[src/rtl/lane_egress_sched.sv]
module lane_egress_sched #(
  parameter int LEN_W      = 12,
  parameter int TOK_W      = 16,
  parameter int CNT_W      = 16,
  parameter int LOG_DEPTH  = 4,
  parameter int LOG_PERIOD = 8
) (
  input  logic               clk,
  input  logic               rst_n,
  input  logic               in_valid,
  input  logic [2:0]         in_tag,
  input  logic [LEN_W-1:0]   in_len,
  output logic               in_ready,
  output logic               out_valid,
  output logic [1:0]         out_lane,
  output logic [LEN_W-1:0]   out_len,
  input  logic               out_ready,
  input  logic [TOK_W-1:0]   bulk_rate,
  input  logic [TOK_W-1:0]   bulk_depth,
  output logic [4*CNT_W-1:0] lane_hits,
  output logic [4*CNT_W-1:0] lane_max_lat,
  output logic [CNT_W-1:0]   log_drops,
  output logic [CNT_W-1:0]   miscls_count
);
  localparam int LB_W = $clog2(LOG_DEPTH + 1);
  localparam int DV_W = (LOG_PERIOD > 1) ? $clog2(LOG_PERIOD) : 1;

  logic [3:0]       slot_v;
  logic [LEN_W-1:0] slot_len [4];
  logic [CNT_W-1:0] age [4];
  logic [CNT_W-1:0] max_lat [4];
  logic [CNT_W-1:0] hits [4];
  logic [TOK_W-1:0] bulk_tok;
  logic [LB_W-1:0]  log_tok;
  logic [DV_W-1:0]  div;
  logic             rr;

  wire [1:0] in_lane   = in_tag[2] ? 2'd3 : in_tag[1:0];
  wire       log_empty = (log_tok == '0);
  assign in_ready = ((in_lane == 2'd3) && log_empty) || !slot_v[in_lane];
  wire accept = in_valid && in_ready;
  wire drop   = accept && (in_lane == 2'd3) && log_empty;
  wire store  = accept && !drop;
  wire bulk_ok = slot_v[2] && (bulk_tok >= TOK_W'(slot_len[2]));

  always_comb begin
    out_valid = 1'b1;
    out_lane  = 2'd0;
    if (slot_v[0])                   out_lane = 2'd0;
    else if (slot_v[1])              out_lane = 2'd1;
    else if (bulk_ok && slot_v[3])   out_lane = rr ? 2'd3 : 2'd2;
    else if (bulk_ok)                out_lane = 2'd2;
    else if (slot_v[3])              out_lane = 2'd3;
    else                             out_valid = 1'b0;
  end
  assign out_len = slot_len[out_lane];
  wire fire = out_valid && out_ready;

  wire [TOK_W-1:0] bulk_use = (fire && out_lane == 2'd2) ? TOK_W'(slot_len[2]) : '0;
  wire [TOK_W:0]   tok_sum  = (TOK_W+1)'(bulk_tok) - (TOK_W+1)'(bulk_use) + (TOK_W+1)'(bulk_rate);
  wire [TOK_W-1:0] tok_next = (tok_sum > (TOK_W+1)'(bulk_depth)) ? bulk_depth : tok_sum[TOK_W-1:0];

  wire            tick    = (div == DV_W'(LOG_PERIOD - 1));
  wire            log_use = store && (in_lane == 2'd3);
  wire [LB_W:0]   log_sum = (LB_W+1)'(log_tok) - (LB_W+1)'(log_use) + (LB_W+1)'(tick);
  wire [LB_W-1:0] log_next = (log_sum > (LB_W+1)'(LOG_DEPTH)) ? LB_W'(LOG_DEPTH) : log_sum[LB_W-1:0];

  always_ff @(posedge clk) begin
    if (!rst_n) begin
      slot_v       <= '0;
      bulk_tok     <= '0;
      log_tok      <= LB_W'(LOG_DEPTH);
      div          <= '0;
      rr           <= 1'b0;
      log_drops    <= '0;
      miscls_count <= '0;
      for (int l = 0; l < 4; l++) begin
        slot_len[l] <= '0;
        age[l]      <= '0;
        max_lat[l]  <= '0;
        hits[l]     <= '0;
      end
    end else begin
      bulk_tok <= tok_next;
      log_tok  <= log_next;
      div      <= tick ? '0 : div + 1'b1;
      if (fire && out_lane == 2'd2) rr <= 1'b1;
      else if (fire && out_lane == 2'd3) rr <= 1'b0;
      if (drop) log_drops <= log_drops + 1'b1;
      if (accept && in_tag[2]) miscls_count <= miscls_count + 1'b1;
      for (int l = 0; l < 4; l++) begin
        if (fire && out_lane == 2'(l)) begin
          slot_v[l] <= 1'b0;
          if (age[l] > max_lat[l]) max_lat[l] <= age[l];
        end else if (store && in_lane == 2'(l)) begin
          slot_v[l]   <= 1'b1;
          slot_len[l] <= in_len;
          age[l]      <= CNT_W'(1);
          hits[l]     <= hits[l] + 1'b1;
        end else if (slot_v[l] && age[l] != '1) begin
          age[l] <= age[l] + 1'b1;
        end
      end
    end
  end

  for (genvar g = 0; g < 4; g++) begin : g_pack
    assign lane_hits[g*CNT_W +: CNT_W]    = hits[g];
    assign lane_max_lat[g*CNT_W +: CNT_W] = max_lat[g];
  end

  AST_SYNC_KEPT: assert property (@(posedge clk) disable iff (!rst_n)
    (accept && in_lane == 2'd0) |=> slot_v[0]);
  AST_BULK_GATED: assert property (@(posedge clk) disable iff (!rst_n)
    (fire && out_lane == 2'd2) |-> (bulk_tok >= TOK_W'(out_len)));
  AST_TOK_CAP: assert property (@(posedge clk) disable iff (!rst_n)
    1'b1 |=> (bulk_tok <= $past(bulk_depth)));
  AST_DROP_COUNTED: assert property (@(posedge clk) disable iff (!rst_n)
    drop |=> (log_drops == CNT_W'($past(log_drops) + 1'b1)));
  AST_MISCLS_COUNTED: assert property (@(posedge clk) disable iff (!rst_n)
    (accept && in_tag[2]) |=> (miscls_count == CNT_W'($past(miscls_count) + 1'b1)));
  AST_SYNC_FIRST: assert property (@(posedge clk) disable iff (!rst_n)
    (fire && out_lane != 2'd0) |-> !slot_v[0]);
endmodule

[config.mk]
export PLATFORM = sky130hd
export DESIGN_NAME = lane_egress_sched
export DESIGN_NICKNAME = d
export VERILOG_FILES = /design/src/rtl/lane_egress_sched.sv
export SDC_FILE = /design/constraint.sdc
export NUM_CORES = 1
export LEC_CHECK = 0
export ABC_AREA = 0
export BUFFER_PORTS_ARGS = -buffer_cell sky130_fd_sc_hd__buf_2
export CAP_MARGIN = 40
export CORE_MARGIN = 1.5
export CORE_UTILIZATION = 30
export CTS_CLUSTER_DIAMETER = 40
export DETAILED_ROUTE_END_ITERATION = 7
export PLACE_DENSITY = 0.6
export SYNTH_ARGS = -nofsm -noshare
export SYNTH_HDL_FRONTEND = slang
export SYNTH_SLANG_ARGS = --single-unit
export TNS_END_PERCENT = 5
[constraint.sdc]
create_clock -name clk -period 5.7 [get_ports clk]
set_input_delay 1.14 -clock clk [delete_from_list [all_inputs] [get_ports clk]]
set_output_delay 1.14 -clock clk [all_outputs]
set_load 0.05 [all_outputs]
Yosys cells after proc, flatten, opt, wreduce, memory -nomap -nowiden
Memory sizes are Yosys's and may differ from the RTL's.
Index checks and enable logic that the tools add are counted.
{"block": "totals", "reg_bits": 59, "latchBits": 0, "ram_bits": 240, "rom_bits": 0, "out_inout_bits": 176, "word_cells": 194, "memories": 4}
{"memory": "age", "depth": 4, "word_bits": 16, "rd": 4, "rd_clocked_by_memory_dff": 0, "wr": 4, "line_no": "30", "text": "logic [CNT_W-1:0] age [4];"}
{"memory": "hits", "depth": 4, "word_bits": 16, "rd": 4, "rd_clocked_by_memory_dff": 0, "wr": 4, "line_no": "32", "text": "logic [CNT_W-1:0] hits [4];"}
{"memory": "max_lat", "depth": 4, "word_bits": 16, "rd": 4, "rd_clocked_by_memory_dff": 0, "wr": 4, "line_no": "31", "text": "logic [CNT_W-1:0] max_lat [4];"}
{"memory": "slot_len", "depth": 4, "word_bits": 12, "rd": 2, "rd_clocked_by_memory_dff": 0, "wr": 4, "line_no": "29", "text": "logic [LEN_W-1:0] slot_len [4];"}
{"block": "classes", "n_addsub": 15, "n_mul": 0, "n_div": 0, "magnitude_cmp": 8, "n_eq_ne": 11, "shift": 0, "mux": 91, "bitwise": 21, "reduce_logical": 34}
{"operator": "$mux 16", "n": 17}
{"operator": "$add 16x1->16 const B", "n": 10}
{"operator": "$gt 16x16->1", "n": 4}
{"operator": "$ne 16x16->1 const B", "n": 4}
{"operator": "$mux 1", "n": 62}
{"operator": "$mux 12", "n": 5}
{"operator": "$logic_and 1x1->1", "n": 21}
{"operator": "$or 1x1->1", "n": 20}
{"operator": "$add 17x16->17", "n": 1}
{"operator": "$gt 17x16->1", "n": 1}
{"operator": "$sub 16x12->17", "n": 1}
{"operator": "$ge 16x12->1", "n": 1}
{"operator": "$mux 2", "n": 6}
{"operator": "$reduce_or 2->1", "n": 6}
{"operator": "$eq 2x2->1 const B", "n": 4}
{"operator": "$add 4x1->4", "n": 1}
{"operator": "$eq 2x1->1 const B", "n": 2}
{"operator": "$gt 4x3->1 const B", "n": 1}
{"operator": "$logic_not 2->1", "n": 2}
{"operator": "$sub 3x1->4", "n": 1}
{"operator": "$add 3x1->3 const B", "n": 1}
{"operator": "$eq 3x3->1 const B", "n": 1}
{"operator": "$logic_not 3->1", "n": 1}
{"operator": "$lt 2x3->1 const B", "n": 1}
{"operator": "other kinds (5)", "n": 6}

Depth between registers and ports, before layout
{"block": "depth", "word_depth": 17, "mapped_depth": 29, "depth_no_buf": 26}

Worst setup path after synthesis
OpenSTA, ideal clock, no wires.
{"block": "synth_timing", "path_kind": "input to register", "start": "in out_ready", "end": "reg bulk_tok[10]", "setup_time_ns": 0.128, "t_arrival_ns": 5.648, "t_required_ns": 5.572, "slack_ns": -0.076, "cell_stages": 24, "n_path_buf": 4, "path_cell_list": "clkbuf_1 > nand3_1 > nor3_1 > clkbuf_1 > and2_1 > ha_1 > inv_1 > ha_1 > inv_1 > fa_1 > and2b_2 > o31a_1 > o21ai_0 > o21bai_1 > mux2i_1 > ha_1 > or4_1 > a221oi_1 > a21oi_1 > or3_1 > buf_6 > buf_12 > mux2i_1 > nor2_1"}
{"block": "synth_between", "elab_chain_cells": 7}
{"item": "from (decl)", "line_no": "17", "text": "input logic out_ready,"}
{"item": "$logic_and 1x1->1 (*)", "line_no": "57", "text": "wire fire = out_valid && out_ready;"}
{"item": "$logic_and 1x1->1 (*)", "line_no": "59", "text": "wire [TOK_W-1:0] bulk_use = (fire && out_lane == 2'd2) ? TOK_W'(slot_len[2]) : '0;"}
{"item": "$mux 12 (*)", "line_no": "59"}
{"item": "$sub 16x12->17 (*)", "line_no": "60", "text": "wire [TOK_W:0] tok_sum = (TOK_W+1)'(bulk_tok) - (TOK_W+1)'(bulk_use) + (TOK_W+1)'(bulk_rate);"}
{"item": "$add 17x16->17 (*)", "line_no": "60"}
{"item": "$gt 17x16->1", "line_no": "61", "text": "wire [TOK_W-1:0] tok_next = (tok_sum > (TOK_W+1)'(bulk_depth)) ? bulk_depth : tok_sum[TOK_W-1:0];"}
{"item": "$mux 16 (*)", "line_no": "61"}
{"item": "to (signal assigned)", "line_no": "84", "text": "bulk_tok <= tok_next;"}
{"item": "to (decl)", "line_no": "33", "text": "logic [TOK_W-1:0] bulk_tok;"}
Mark *: on every way between the ends. The rest lies on a longest branch, timed or not.
A chain may end at the register's enable or synchronous reset.

==> flow_summary.toml <==
[clock_tree]
clk_pin_slew_ps = 50
cts_made_buffers = 59
clock_latency_ps = 610
clockBufferDepth = 3
hold_buffers = 0
root_buffer = "clkbuf_16"
cts.sinks = 299
cts_tree = "yes"
cts-htree-levels = 2

[logic_synthesis]
async_reset_ff_share_pct = 0
yosys.area_share.xor_xnor_pct = 7.55
yosysTopAreaCell = "edfxtp_1"
yosysMostFrequentCell = "edfxtp_1"
synth-simple-area-share_pct = 19.3
yosys.cell_types.count = 79
synthMuxAreaShare_pct = 0.628
synth_cells = 1719
syn_area_mm2 = 0.0175
ys_top_cells_by_area = "edfxtp_1 41%, ha_1 9.2%, dfxtp_1 6.7%"
seq_area_frac_synth_pct = 47.9
synth_warnings = 0
synth_seq_cells = 299
synth_top_family_by_area = "simple AND/OR/NAND/NOR gates"
synth_edf_count = 240
synthTopCellsByCount = "240 x edfxtp_1, 208 x nor2_1, 186 x inv_1"
postSynthAreaPerCell_um2 = 10.2
synth_compound_area_share_pct = 8.46
synthAdderAreaFrac_pct = 10.7
synth_top_flop_cell = "edfxtp_1"
synth_top_area_share_pct = 41.1
syn-num-nets = 1912

[sta]
timing.slew.headroom_pct = 39.8
skew_ps = 22.1
finalCritPeriodShare_pct = 102
max_freq_ghz = 0.173
finalHoldViolCount = 0
rsz0062_at_grt = "yes"
finalCriticalPeriod_ps = 5790
setup_viol = 15
slew_viol_final = 0
setup_slack_ps = -91.8
worst_pin_slew_ps = 902

[global_route]
grt_pass1_vias = 13500
antenna_found_initial = 10
grt_pass1_wl_um = 74400
gr-total-overflow = 0
grt_max_degree = 56
grt_usage_pct = 15.6

[setup_path]
critPathMaxFanout = 8
worstPathArrival_ps = 6260
crit_path_end_kind = "flip-flop"
rr_endpoint = "bulk_tok[3]$_SDFF_PN0_"
r2r.worst_path.cells = 26
reg2reg_from = "slot_len[2][0]$_SDFFCE_PN0P_"
critPathRequiredTime_ps = 6170
critPathKind = "reg2reg"
rrSetupSlack_ps = -90
cp-start-kind = "flip-flop"

[pwr]
power_density_mw_per_mm2 = 442
peakVddDrop_mv = 0.300
p_leak_uw = 0.00959

[final_layout]
nets = 2229
post-route-cell-area_mm2 = 0.0225
area_delta_synth_final_pct = 28.2
drive_gt1_share_pct = 23.9
final_util_pct = 39.0

[job]
cap_violations = 0

[die]
fp.dieH_um = 245
initial_core_util_pct = 30.4
rows = 88
die-area_mm2 = 0.0599
dieWidth_um = 245
core_mm2 = 0.0577
ioPinCount = 227

[route]
ant_nets = 0
routed-via-count = 13700
drcViolationCount = 0
dr.pass1.iters = 5
via_per_inst = 4.80
initialDrtViolationCount = 716
wirelength_um = 47700
wl_per_cell_um = 16.7

[hold_path]
hold_class = "reg2reg"
min_to = "div[0]$_SDFF_PP0_"
worstHoldStart = "div[0]$_SDFF_PP0_"
worstHoldPathCells = 1

[placed_design]
port_buffers = 226
gp_congestion = 0.887
place_area_mm2 = 0.0199
hpwlAfterDp_um = 34600

[outcome]
status = "finished with violations"
failed_checks = "setup timing"
[state kept, by name (all words and copies together), names as in the netlist]
register and count:
max_lat 64, rr 1, miscls_count 16, age 64
log_tok 3, log_drops 16, slot_len 48, hits 64
bulk_tok 16, div 3, slot_v 4
[cell usage in the layout (no fill, tap or decap), types with 6 or more instances in the layout]
cell type   Yosys  final
nor3_1         38     36
clkinv_4        0     13
a22o_1         12     12
o21ai_1         2      6
and3_1         60     60
a211oi_2        7      7
a21oi_1        43     36
inv_1         186    183
and4_1         13     12
a21o_1         25     25
nor4_1         12     11
a221o_1        13     13
xnor2_1        51     48
clkbuf_16       0     60
nor2b_1         9      9
edfxtp_1      240    240
o21ai_0        32     26
clkinvlp_4      0      7
dfxtp_1        59     59
nand2b_1       13     12
clkinv_2        0      8
buf_2          10    226
and2_1         75     74
or3_1           7      6
xor2_1        100    100
mux2i_1        11     10
bufinv_16       0      8
fa_1           13     12
ha_4            0     10
a21oi_2         1      8
nor2_1        208    203
nand2_1       105    105
nand4_1        43     43
o21a_1         18     17
nand3_1        71     70
clkinv_1        0      6
buf_4           3     75
ha_1          129    115
[how the worst max path moves through the flow]
| stage | slack (ps) | startpoint | endpoint |
|---|---|---|---|
| CTS | 7 | slot_len[2][0]$_SDFFCE_PN0P_ | bulk_tok[3]$_SDFF_PN0_ |
| floorplan | 8 | out_ready | bulk_tok[10]$_SDFF_PN0_ |
| finish | -90 | slot_len[2][0]$_SDFFCE_PN0P_ | bulk_tok[3]$_SDFF_PN0_ |
| global route | -320 | slot_len[2][0]$_SDFFCE_PN0P_ | bulk_tok[13]$_SDFF_PN0_ |
| global placement | -250 | slot_len[2][11]$_SDFFCE_PN0P_ | bulk_tok[12]$_SDFF_PN0_ |
| detailed placement | -400 | slot_len[2][11]$_SDFFCE_PN0P_ | bulk_tok[3]$_SDFF_PN0_ |
[cells by family (layout without fill, tap and decap cells)]
family / count (synthesis) / in the layout
compound gates: 201 / 201
buf+inv: 239 / 607
flops: 299 / 299
xor+xnor: 151 / 151
mux: 11 / 11
simple gates: 676 / 676
fa+ha+maj: 142 / 142
other cells: 0 / 3
[routing by layer]
metal	routed length, um	GRT usage [%]	vias to the layer above
met4	1040	4.79	6
met2	22400	25.5	324
met1	21700	20.9	6616
li1	-	-	6672
met5	33	0	-
met3	2560	3.00	76
[through the flow]
stage	total power, uW	hold WS [ps]	setup slack, ps	TNS (ps)	cells
3_5_place_dp	5710	424	-395	-5810	2726
3_3_place_gp	5660	413	-245	-3590	2723
4_1_cts	9530	431	6.69	0	2840
2_1_floorplan	4820	404	7.91	0	1719
6_report	9930	429	-91.8	-816	2855
5_1_grt	10400	475	-323	-4790	2853
[worst max-delay path, cell delays in order (launching register included)]
cell and delay, ps:
edfxtp_1 390, ha_1 300, nand2b_4 130, a21o_1 140, a211o_1 340, a211oi_4 280
buf_6 160, buf_6 110, nor4_1 60, fa_1 500, inv_1 70, ha_4 290
o211ai_1 150, buf_4 180, a211oi_4 210, buf_4 150, o311a_1 180, a221oi_2 50
xor2_1 180, ha_2 200, or4_4 430, a221oi_4 200, a21oi_2 90, or3_4 470
buf_8 170, mux2i_1 170, nor2_1 50
[power by group]
group | leakage [uW] | total (uW) | internal [uW] | switching (uW)
clock | 0.000981 | 3530 | 2280 | 1250
combinational | 0.00562 | 3690 | 1710 | 1990
sequential | 0.00299 | 2710 | 2540 | 165
[layout make-up]
cell class	instances	area (um^2)
Fill cell	5667	35200
Clock buffer	63	1490
Timing Repair Buffer	309	1810
Antenna cell	3	7.51
Clock inverter	49	559
Tap cell	765	957
Inverter	186	698
Sequential cell	299	8390
Multi-Input combinational cell	1181	8570
[what timing repair did]
| item | 4_1_cts | 5_1_grt |
|---|---|---|
| pin swaps | 12 | 40 |
| gates cloned | 0 | 1 |
| endpoints found under the setup margin | 16 | 16 |
| buffers inserted | 2 | 11 |
| resized for setup | 31 | 45 |
Note: power is estimated with default switching activity, not from simulation.
